**src/rtl/scl_timing_pkg.sv**
```systemverilog
package scl_timing_pkg;

  // Phase of the generated SCL waveform
  typedef enum logic [1:0] {
    PH_IDLE = 2'd0,   // out of reset, nothing generated yet
    PH_LOW  = 2'd1,   // SCL driven low
    PH_REL  = 2'd2,   // SCL released, waiting for the bus to read high
    PH_HIGH = 2'd3    // SCL high, high count running
  } scl_phase_e;

  localparam int SCL_CNT_W_DEF = 10;
  localparam int SCL_DIV_W_DEF = 8;

endpackage

```
**src/rtl/scl_tick_div.sv**
```systemverilog
module scl_tick_div #(
  parameter int DIV_W = 8
) (
  input  logic             clk,
  input  logic             rst_n,
  input  logic             ser_en,
  input  logic             restart,
  input  logic [DIV_W-1:0] div_val,
  output logic             tick
);

  logic [DIV_W-1:0] cnt_q;
  logic [DIV_W-1:0] last_cnt;

  // Terminal count of the divider; zero divides by one
  function automatic logic [DIV_W-1:0] term_count(input logic [DIV_W-1:0] d);
    return (d == '0) ? '0 : d - DIV_W'(1);
  endfunction

  assign last_cnt = term_count(div_val);
  // ">=" keeps the divider live if the terminal count shrinks
  assign tick     = ser_en && (cnt_q >= last_cnt);

  always_ff @(posedge clk or negedge rst_n) begin
    if (!rst_n)       cnt_q <= '0;
    else if (restart) cnt_q <= '0;
    else if (!ser_en) cnt_q <= cnt_q;
    else if (tick)    cnt_q <= '0;
    else              cnt_q <= cnt_q + DIV_W'(1);
  end

endmodule

```
**src/rtl/scl_cfg_latch.sv**
```systemverilog
module scl_cfg_latch #(
  parameter int CNT_W = 10,
  parameter int DIV_W = 8,
  localparam int CFG_W = 3 * CNT_W,
  localparam int SPN_W = CNT_W + 1
) (
  input  logic             clk,
  input  logic             rst_n,
  input  logic             load,
  input  logic [CFG_W-1:0] cfg_word,
  input  logic [DIV_W-1:0] div_in,
  output logic [CNT_W-1:0] lat_high,
  output logic [CNT_W-1:0] lat_low,
  output logic [CNT_W-1:0] lat_cyc,
  output logic [DIV_W-1:0] lat_div,
  output logic [SPN_W-1:0] high_ticks,
  output logic [SPN_W-1:0] low_ticks,
  output logic [SPN_W-1:0] mid_tick
);

  // Zero count behaves as one tick
  function automatic logic [SPN_W-1:0] eff_count(input logic [CNT_W-1:0] v);
    return (v == '0) ? SPN_W'(1) : {1'b0, v};
  endfunction

  // Low span: unused period time is added to the low phase
  function automatic logic [SPN_W-1:0] low_span(input logic [CNT_W-1:0] h,
                                                input logic [CNT_W-1:0] l,
                                                input logic [CNT_W-1:0] c);
    logic [SPN_W-1:0] he, le, ce;
    logic [SPN_W:0]   both;
    he   = eff_count(h);
    le   = eff_count(l);
    ce   = {1'b0, c};
    both = {1'b0, he} + {1'b0, le};
    return ({1'b0, ce} > both) ? (ce - he) : le;
  endfunction

  // Tick number, counted from one, of the mid-low strobe: ceil(n/2)
  function automatic logic [SPN_W-1:0] mid_of(input logic [SPN_W-1:0] n);
    logic [SPN_W:0] s;
    s = {1'b0, n} + (SPN_W+1)'(1);
    return s[SPN_W:1];
  endfunction

  always_ff @(posedge clk or negedge rst_n) begin
    if (!rst_n) begin
      lat_high <= '0;
      lat_low  <= '0;
      lat_cyc  <= '0;
      lat_div  <= '0;
    end else if (load) begin
      lat_high <= cfg_word[3*CNT_W-1:2*CNT_W];
      lat_low  <= cfg_word[2*CNT_W-1:CNT_W];
      lat_cyc  <= cfg_word[CNT_W-1:0];
      lat_div  <= div_in;
    end
  end

  assign high_ticks = eff_count(lat_high);
  assign low_ticks  = low_span(lat_high, lat_low, lat_cyc);
  assign mid_tick   = mid_of(low_ticks);

endmodule

```
**src/rtl/scl_phase_seq.sv**
```systemverilog
module scl_phase_seq
  import scl_timing_pkg::*;
#(
  parameter int CNT_W = 10,
  localparam int SPN_W = CNT_W + 1
) (
  input  logic             clk,
  input  logic             rst_n,
  input  logic             ser_en,
  input  logic             tick,
  input  logic             scl_in,
  input  logic [SPN_W-1:0] high_ticks,
  input  logic [SPN_W-1:0] low_ticks,
  input  logic [SPN_W-1:0] mid_tick,
  output scl_phase_e       phase,
  output logic             period_start,
  output logic             enter_high,
  output logic             rel_wait,
  output logic             change_evt
);

  logic [SPN_W-1:0] ph_cnt_q;
  logic [SPN_W-1:0] nxt_cnt;
  logic             low_done;
  logic             high_done;
  logic             in_low;
  logic             in_high;

  assign in_low       = (phase == PH_LOW);
  assign in_high      = (phase == PH_HIGH);
  assign rel_wait     = (phase == PH_REL);
  assign nxt_cnt      = ph_cnt_q + SPN_W'(1);
  assign low_done     = in_low  && tick && (nxt_cnt == low_ticks);
  assign high_done    = in_high && tick && (nxt_cnt == high_ticks);
  assign enter_high   = rel_wait && scl_in;
  assign period_start = ((phase == PH_IDLE) && ser_en) || high_done;
  assign change_evt   = in_low && tick && (nxt_cnt == mid_tick);

  always_ff @(posedge clk or negedge rst_n) begin
    if (!rst_n) begin
      phase    <= PH_IDLE;
      ph_cnt_q <= '0;
    end else if (period_start) begin
      phase    <= PH_LOW;
      ph_cnt_q <= '0;
    end else if (low_done) begin
      phase    <= PH_REL;
      ph_cnt_q <= '0;
    end else if (enter_high) begin
      phase    <= PH_HIGH;
      ph_cnt_q <= '0;
    end else if (tick && (in_low || in_high)) begin
      ph_cnt_q <= nxt_cnt;
    end
  end

endmodule

```
**src/rtl/scl_timing_gen.sv**
```systemverilog
module scl_timing_gen
  import scl_timing_pkg::*;
#(
  parameter int CNT_W = SCL_CNT_W_DEF,
  parameter int DIV_W = SCL_DIV_W_DEF,
  localparam int CFG_W = 3 * CNT_W,
  localparam int SPN_W = CNT_W + 1
) (
  input  logic             clk,
  input  logic             rst_n,
  input  logic [CFG_W-1:0] cfg_word,
  input  logic [DIV_W-1:0] div_value,
  input  logic             ser_clk_en,
  input  logic             scl_in,
  output logic             scl_pull_low,
  output logic             sda_change_stb,
  output logic             sda_sample_stb
);

  // Named internal events, also watched by the bound checker
  logic             tick;
  logic             period_start;
  logic             enter_high;
  logic             rel_wait;
  logic             change_evt;
  logic             div_restart;
  scl_phase_e       phase;
  logic [CNT_W-1:0] lat_high;
  logic [CNT_W-1:0] lat_low;
  logic [CNT_W-1:0] lat_cyc;
  logic [DIV_W-1:0] lat_div;
  logic [SPN_W-1:0] high_ticks;
  logic [SPN_W-1:0] low_ticks;
  logic [SPN_W-1:0] mid_tick;

  // Each timed phase starts on a fresh tick boundary
  assign div_restart = period_start || enter_high;

  scl_cfg_latch #(.CNT_W(CNT_W), .DIV_W(DIV_W)) i_cfg (
    .clk        (clk),
    .rst_n      (rst_n),
    .load       (period_start),
    .cfg_word   (cfg_word),
    .div_in     (div_value),
    .lat_high   (lat_high),
    .lat_low    (lat_low),
    .lat_cyc    (lat_cyc),
    .lat_div    (lat_div),
    .high_ticks (high_ticks),
    .low_ticks  (low_ticks),
    .mid_tick   (mid_tick)
  );

  scl_tick_div #(.DIV_W(DIV_W)) i_div (
    .clk     (clk),
    .rst_n   (rst_n),
    .ser_en  (ser_clk_en),
    .restart (div_restart),
    .div_val (lat_div),
    .tick    (tick)
  );

  scl_phase_seq #(.CNT_W(CNT_W)) i_seq (
    .clk          (clk),
    .rst_n        (rst_n),
    .ser_en       (ser_clk_en),
    .tick         (tick),
    .scl_in       (scl_in),
    .high_ticks   (high_ticks),
    .low_ticks    (low_ticks),
    .mid_tick     (mid_tick),
    .phase        (phase),
    .period_start (period_start),
    .enter_high   (enter_high),
    .rel_wait     (rel_wait),
    .change_evt   (change_evt)
  );

  assign scl_pull_low   = (phase == PH_LOW);
  assign sda_change_stb = change_evt;
  assign sda_sample_stb = enter_high;

endmodule

```
**config.mk**
```make
export PLATFORM = sky130hd
export DESIGN_NAME = scl_timing_gen
export DESIGN_NICKNAME = d
export VERILOG_FILES = /design/src/rtl/scl_timing_pkg.sv /design/src/rtl/scl_tick_div.sv /design/src/rtl/scl_cfg_latch.sv /design/src/rtl/scl_phase_seq.sv /design/src/rtl/scl_timing_gen.sv
export SDC_FILE = /design/constraint.sdc
export NUM_CORES = 1
export LEC_CHECK = 0
export CORE_MARGIN = 1.5
export CORE_UTILIZATION = 25
export DETAILED_ROUTE_END_ITERATION = 8
export DONT_BUFFER_PORTS = 1
export GPL_TIMING_DRIVEN = 0
export HOLD_SLACK_MARGIN = 0.08
export PLACE_DENSITY_LB_ADDON = 0.12
export SYNTH_ARGS = -nofsm -noshare
export SYNTH_HDL_FRONTEND = slang
export SYNTH_SLANG_ARGS = --single-unit
```
**constraint.sdc**
```tcl
create_clock -name clk -period 10.66 [get_ports clk]
set_input_delay 1.066 -clock clk [delete_from_list [all_inputs] [get_ports clk]]
set_output_delay 1.066 -clock clk [all_outputs]
set_load 0.05 [all_outputs]
```
; After elaboration in Yosys (flattened, before gate mapping)
; Cells that the tools add are included.
[classes]
n_reduce_logical = 19
addsub = 6
magnitude_cmp = 2
n_mux = 14
n_eq_ne = 6
[op_table]
columns = operator, n
row1 = $mux W11, 5
row2 = $mux W8, 4
row3 = $eq A11 B11 Y1, 2
row4 = $logic_not A10 Y1, 2
row5 = $mux W10, 2
row6 = $add A11 B1 Y12 const B, 1
row7 = $add A11 B11 Y12, 1
row8 = $gt A10 B12 Y1, 1
row9 = $add A11 B1 Y11 const B, 1
row10 = $eq A11 B10 Y1, 1
row11 = $sub A10 B11 Y11, 1
row12 = $logic_and A1 B1 Y1, 9
row13 = $add A8 B1 Y8 const B, 1
row14 = $ge A8 B8 Y1, 1
row15 = $logic_not A8 Y1, 1
row16 = $sub A8 B1 Y8 const B, 1
row17 = $mux W2, 3
row18 = $eq A2 B2 Y1 const B, 2
row19 = $reduce_bool A4 Y1, 1
row20 = $logic_or A1 B1 Y1, 3
row21 = $reduce_bool A3 Y1, 1
row22 = $eq A2 B1 Y1 const B, 1
row23 = $logic_not A2 Y1, 1
row24 = $reduce_bool A2 Y1, 1
[totals]
word_cells = 54
output_inout_bits = 3
inputBits = 42
register_bits = 59

; Longest topological paths before layout
; Gate-level depths: netlist (run 1).
[logic_depth]
ltp_word = 9
depth_mapped = 32
ltp_nobuf = 29

; Hierarchy
; From an unflattened synthesis (run 1), not the netlist that was laid out.
[unflattened]
hier_cells = 651
hier_area_um2 = 5731.7
[modules_own_cells]
columns = module, area_each_um2, seq_area_each_um2, instances, cells_each
row1 = scl_cfg_latch, 3100.5, 950.9, 1, 339
row2 = scl_phase_seq, 1848.0, 325.3, 1, 215
row3 = scl_tick_div, 770.7, 200.2, 1, 95
row4 = scl_timing_gen, 12.5, 0.0, 1, 2

; Worst setup path before layout (run 1)
; OpenSTA, ideal clock, no wires.
[synth_timing]
kind = flip-flop to output port
start = register i_cfg.lat_high[7]
end = output port sda_change_stb
t_arrival_ns = 6.334
path_slack_ns = 3.260
stages_incl_launch_ff = 31
required_time_ns = 9.594
n_path_buf = 2
cell_sequence = dfrtp_1 nor4_1 a41o_1 ha_1 inv_1 fa_1 nor3_1 nand2b_1 a21o_1 a21o_1 a21oi_1 o21bai_1 xnor2_1 ha_1 nand2_1 o41ai_1 a221oi_2 o31a_1 buf_4 buf_8 o21ai_0 ha_1 nand2_1 nor3_1 nand4b_1 mux2_2 a211oi_1 nand2_1 a21oi_1 o21bai_1 a2111oi_2
[synth_via]
elab_chain_cells = 8
elab_cells_between_ends = 9
[synth_rtl]
columns = item, line_no
row1 = start: declaration, scl_cfg_latch.sv:12  ; output logic [CNT_W-1:0] lat_high,
row2 = start signal: assignment, scl_cfg_latch.sv:53  ; lat_high <= cfg_word[3*CNT_W-1:2*CNT_W];
row3 = $logic_not A10 Y1, scl_cfg_latch.sv:23  ; return (v == '0) ? SPN_W'(1) : {1'b0, v};
row4 = $mux W10 *, scl_cfg_latch.sv:23
row5 = $add A11 B11 Y12, scl_cfg_latch.sv:35  ; both = {1'b0, he} + {1'b0, le};
row6 = $gt A10 B12 Y1, scl_cfg_latch.sv:36  ; return ({1'b0, ce} > both) ? (ce - he) : le;
row7 = $mux W11 *, scl_cfg_latch.sv:36
row8 = $add A11 B1 Y12 *, scl_cfg_latch.sv:42  ; s = {1'b0, n} + (SPN_W+1)'(1);
row9 = $eq A11 B11 Y1 *, scl_phase_seq.sv:37  ; assign change_evt = in_low && tick && (nxt_cnt == mid_tick);
row10 = $logic_and A1 B1 Y1 *, scl_phase_seq.sv:37
row11 = end: declaration, scl_timing_gen.sv:16  ; output logic sda_change_stb,
; Every way passes the cells marked *; elsewhere a longest branch is shown, timed or not.

; Worst setup path in the final report (run 1)
[layout_timing]
start = register i_cfg.lat_high[6]
end = output port sda_change_stb
; Same word-level chain as after synthesis.

==> results of run 1 <==
-- layout by cell type (no fill, tap or decap), types with 9 or more instances in the layout --
cell type / instances
dfrtp_1: 59
xnor2_1: 53
nand2_1: 49
ha_1: 42
a21oi_1: 29
mux2_2: 29
nor2_1: 27
inv_1: 27
o21ai_0: 24
clkbuf_1: 23
xor2_1: 19
nand3_1: 12
a21o_1: 12
nor3_1: 12
nand4_1: 10
clkbuf_16: 9
-- cell families after synthesis --
kind of cell	count (synthesis)	synth area share, %
compound gates	114	15.3
xor+xnor	75	13.4
fa+ha+maj	44	11.2
buf+inv	59	5.07
flops	59	29.2
mux	37	8.29
simple gates	161	17.5
-- layout make-up --
cell class / instances / share of cell area, %
multi-input combinational: 431 / 58.4
buffer: 32 / 2.73
sequential: 59 / 26.0
clock buffer: 13 / 4.57
timing repair buffer: 1 / 0.132
inverter: 27 / 1.78
tap: 265 / 5.83
clock inverter: 2 / 0.616
-- per-layer routing --
metal,GRT usage [%],up-vias
met5,0,-
met1,18.6,1869
met3,3.08,14
met4,4.23,0
li1,-,1970
met2,23.5,36
-- sequential cells by signal, summed over array words and instances, names as in the netlist --
name / count
i_cfg.lat_high: 10
i_seq.phase: 2
i_cfg.lat_cyc: 10
i_seq.ph_cnt_q: 11
i_div.cnt_q: 8
i_cfg.lat_low: 10
i_cfg.lat_div: 8
-- critical path, delay by kind of cell, from the launching register on --
family / cells / cell delay (ns)
xor gates and xnor gates: 1 / 0.09
DFF: 1 / 0.44
muxes: 1 / 0.33
and+or+nand+nor: 8 / 1.67
buffers and inverters: 4 / 0.66
AOI/OAI and AO/OA: 13 / 2.72
adders and majority gates: 4 / 1.14
-- metrics by stage --
| step | cell area, µm² | worst slack, ns | std cells | util [%] | hold WS, ns |
|---|---|---|---|---|---|
| 2_1_floorplan | 5050 | 3.26 | 549 | - | 0.483 |
| 4_1_cts | 5690 | 2.00 | 830 | 28.9 | 0.406 |
| 5_1_grt | 5690 | 1.64 | 830 | 28.9 | 0.404 |
| 3_3_place_gp | 5390 | 1.91 | 814 | 27.4 | 0.511 |
| 6_report | 5690 | 2.18 | 830 | 28.9 | 0.417 |
| 3_5_place_dp | 5390 | 2.40 | 815 | 27.4 | 0.514 |
-- how the worst min path moves through the flow --
stage                                   start                              to  slack, ns  depth (start not counted)
6_report                                rst_n      i_div.cnt_q[4]$_DFFE_PN0P_       0.42                          0
5_1_grt                                 rst_n      i_div.cnt_q[1]$_DFFE_PN0P_       0.40                          0
4_1_cts                                 rst_n   i_cfg.lat_high[5]$_DFFE_PN0N_       0.41                          0
3_5_place_dp   i_seq.ph_cnt_q[10]$_DFFE_PN0P_  i_seq.ph_cnt_q[10]$_DFFE_PN0P_       0.51                          1
3_3_place_gp   i_seq.ph_cnt_q[10]$_DFFE_PN0P_  i_seq.ph_cnt_q[10]$_DFFE_PN0P_       0.51                          1
2_1_floorplan   i_cfg.lat_high[0]$_DFFE_PN0N_   i_cfg.lat_high[0]$_DFFE_PN0N_       0.48                          1
==> flow_summary.yaml, run 1 <==
outcome:
  status: "finished, final reports clean"
clocking:
  htreeDepth: 3
  cts_setup_buffers: 0
  cts_resized: 0
  path_clk_slew_ns: 0.06
  postCtsHoldBufs: 0
  cts_buffers: 9
  clock_latency_ns: 0.35
  cts_sinks: 59
  cts_tree: "built"
  root_buffer: "clkbuf_16"
  cts_buffer_depth: 2
critical_path:
  reg2reg_from: "i_cfg.lat_high[6]$_DFFE_PN0N_"
  crit_arrival_ns: 7.42
  worstRegToRegCells: 25
  max_stage_delay_ns: 0.45
  setup.worst_path.start_class: "flip-flop"
  end_kind: "output pin"
  crit_path_end: "sda_change_stb"
  setup.worst_path.start: "i_cfg.lat_high[6]$_DFFE_PN0N_"
  crit_required_ns: 9.59
  crit_type: "reg2out"
  r2r_slack_ns: 4.71
  r2r-end: "i_seq.ph_cnt_q[0]$_DFFE_PN0P_"
  slowest_stage: "o41ai_1"
  crit_fanout: 10
logic_synthesis:
  synth-seq-cells: 59
  async_reset_ff_share_pct: 100
  synth-edff-count: 0
  yosysWarnings: 0
  yosysTopAreaCell: "dfrtp_1"
  ys_seq_area_share_pct: 29.2
  synth_ff_type: "dfrtp_1"
  syn_inst: 549
  netlist_top_cells_count: "dfrtp_1, xnor2_1, nand2_1"
  yosysTopAreaCellShare_pct: 29.2
  synth.distinct_cells: 67
  synth_nets: 635
  syn_area_per_cell_um2: 9.21
  synthTopCellsByArea: "dfrtp_1, ha_1, xnor2_1, mux2_2, nand2_1"
  synth_area_um2: 5050
  yosysMostFrequentCell: "dfrtp_1"
floorplan:
  die_h_um: 145
  core_area_um2: 19700
  io_pins: 45
  initial_core_util_pct: 25.7
  die_w_um: 145
  dieArea_um2: 21100
  rows: 51
global_routing:
  grt_pass1_vias: 4144
  grt_antenna_before_repair: 0
  grt_max_degree: 60
  grt-ovfl-total: 0
  gr-usage-all-layers_pct: 14.2
  grt_pass1_wl_um: 23200
final_layout:
  seqCellArea_um2: 1480
  syn_to_final_growth_pct: 12.5
  drive_gt1_share_pct: 13.5
  layout.nets: 647
  multiInputGateArea_um2: 3320
  num_antenna_cells: 0
  fill_cells: 2125
place:
  port-buffer-count: 0
  dp_hpwl_um: 11400
  gp_congestion: 0.812
routing:
  met2_length_um: 6810
  drt-met1-wl_um: 6880
  dr.max_layer_used: "met4"
  wl_met3_um: 362
  wl_per_cell_um: 17.2
  drcViolationCount: 0
  firstDrtPassIters: 4
  antenna_left: 0
  num_vias: 3889
  routed_wl_um: 14200
  avgViaCountPerCell: 4.69
  drt_iter0_markers: 187
timing:
  slew_headroom_pct: 13.4
  post-route-period-util_pct: 79.6
  setup_viol: 0
  fmax_mhz: 118
  final.setup.tns_ns: 0
  drv_slew: 0
  skew_ns: 0.0101
  worst_pin_slew_ns: 1.29
  finalCriticalPeriod_ns: 8.48
  hold_viol: 0
  rsz0062_at_grt: "false"
min_path:
  holdCritPathClass: "in2async"
run:
  cap_viol_max_count: 0
Power of run 1 is not shown: default switching activity piles up to over one toggle a cycle in this logic, so the estimate is an artifact.
==> run 2, diff against run 1 <==
==> constraint.sdc (replaced) <==
create_clock -name clk -period 7.4 [get_ports clk]
set_input_delay 0.74 -clock clk [delete_from_list [all_inputs] [get_ports clk]]
set_output_delay 0.74 -clock clk [all_outputs]
set_load 0.05 [all_outputs]
==> run 2 against run 1 <==
  * Via count rose by 2.8%
  * Routed wire length rose by 2.6%
  * Count of clock-buffer cells in the layout did not move
  * Register-to-register slack got worse by 2.8 ns
  * Worst hold slack got worse by 0.32 ns
  * Clock skew rose by 0.0017 ns
  * Global-route usage rose by 0.082 points
==> flow_summary.yaml, run 2 (synthesis results as in run 1) <==
floorplan:
  io_pins: 45
  dieArea_um2: 21100
  rows: 51
  die_h_um: 145
  die_w_um: 145
  initial_core_util_pct: 25.7
  core_area_um2: 19700
critical_path:
  worstRegToRegCells: 25
  max_stage_delay_ns: 0.44
  reg2reg_from: "i_cfg.lat_high[6]$_DFFE_PN0N_"
  slowest_stage: "dfrtp_2"
  setup.worst_path.start_class: "flip-flop"
  crit_type: "reg2out"
  end_kind: "output pin"
  r2r-end: "i_seq.ph_cnt_q[0]$_DFFE_PN0P_"
  r2r_slack_ns: 1.88
  crit_required_ns: 6.66
  crit_arrival_ns: 6.35
  crit_fanout: 6
routing:
  wl_per_cell_um: 17.1
  antenna_left: 0
  num_vias: 3998
  routed_wl_um: 14600
  firstDrtPassIters: 4
  drt_iter0_markers: 208
  avgViaCountPerCell: 4.69
  drcViolationCount: 0
final_layout:
  final_common_cell: "xnor2_1"
  num_antenna_cells: 0
  final_cell_mix: "xnor2_1, dfrtp_1, nand2_1"
  largest_reg_flops: 11
  layout.nets: 669
  instances_no_fill: 852
  top_register: "i_seq.ph_cnt_q"
  drive_gt1_share_pct: 21.0
  syn_to_final_growth_pct: 19.2
clocking:
  cts_buffers: 9
  htreeDepth: 3
  cts_sinks: 59
  cts_buffer_depth: 2
  root_buffer: "clkbuf_16"
  path_clk_slew_ns: 0.06
  clock_latency_ns: 0.35
  cts_tree: "built"
timing:
  skew_ns: 0.0119
  finalCriticalPeriod_ns: 7.09
  slew_headroom_pct: 12.9
  drv_slew: 0
  worst_pin_slew_ns: 1.30
  fmax_mhz: 141
  rsz0062_at_grt: "false"
  hold_viol: 0
  setup_viol: 0
  post-route-period-util_pct: 95.8
place:
  placed_cells: 815
  dp_hpwl_um: 11400
  port-buffer-count: 0
  gp_congestion: 0.812
global_routing:
  gr-usage-all-layers_pct: 14.3
  grt_max_degree: 60
  grt-ovfl-total: 0
  grt_antenna_before_repair: 0
  grt_pass1_vias: 4168
  grt_pass1_wl_um: 23300
min_path:
  holdCritPathClass: "in2async"
outcome:
  status: "finished, final reports clean"
run:
  cap_viol_max_count: 0
==> run 2: final cells by class <==
class                   instances  area (µm²)
flip-flops and latches         59        1490
inverters                      27         101
repair buffers                 24         184
plain buffers                  31         149
clock inverters                 2        35.0
clock buffers                  13         260
multi-input cells             431        3480
well taps                     265         332
fillers                      2113       13600
==> run 2: how the worst max path moves through the flow <==
stage	start	to	slack [ns]	cells past startpoint
3_3_place_gp	i_cfg.lat_high[6]$_DFFE_PN0N_	sda_change_stb	-1.02	30
2_1_floorplan	i_cfg.lat_high[7]$_DFFE_PN0N_	sda_change_stb	0.33	30
6_report	i_cfg.lat_high[6]$_DFFE_PN0N_	sda_change_stb	0.31	31
5_1_grt	i_cfg.lat_high[8]$_DFFE_PN0N_	sda_change_stb	0.003	31
4_1_cts	i_cfg.lat_high[6]$_DFFE_PN0N_	sda_change_stb	0.003	32
3_5_place_dp	i_cfg.lat_high[6]$_DFFE_PN0N_	sda_change_stb	-0.54	31
==> run 2: critical path, delay by kind of cell (launching register included) <==
kind | cells | cell delay (ns)
xor+xnor | 1 | 0.10
fa+ha+maj | 4 | 1.14
mux | 1 | 0.33
compound gates | 13 | 2.27
buf+inv | 3 | 0.40
simple gates | 9 | 1.28
flops | 1 | 0.44
==> run 2: stage by stage <==
stage	area [µm²]	hold WS [ns]	TNS [ns]	util (%)	setup WS (ns)
3_5_place_dp	5390	0.450	-0.537	27.4	-0.537
6_report	6030	0.0936	0	30.7	0.314
3_3_place_gp	5390	0.449	-1.02	27.4	-1.02
2_1_floorplan	5050	0.444	0	-	0.326
5_1_grt	6030	0.0831	0	30.7	0.00319
4_1_cts	5780	0.0801	0	29.4	0.00290
==> run 2: metal layers <==
metal	vias to the layer above	part of all wire [%]	track usage [%]
li1	2015	-	-
met1	1929	49	18.7
met2	36	48	23.7
met3	18	2.1	3.08
met4	0	1.7	4.23
met5	-	0	0
==> run 2: what timing repair did <==
item / 4_1_cts / 5_1_grt
hold endpoints to repair: 0 / 17
gates cloned: 0 / 1
pin swaps: 4 / 20
hold buffers: 0 / 1
gates resized for setup: 13 / 29
setup buffers: 3 / 18
endpoints found under the setup margin: 1 / 1
Power of run 2 is left out for the same reason.
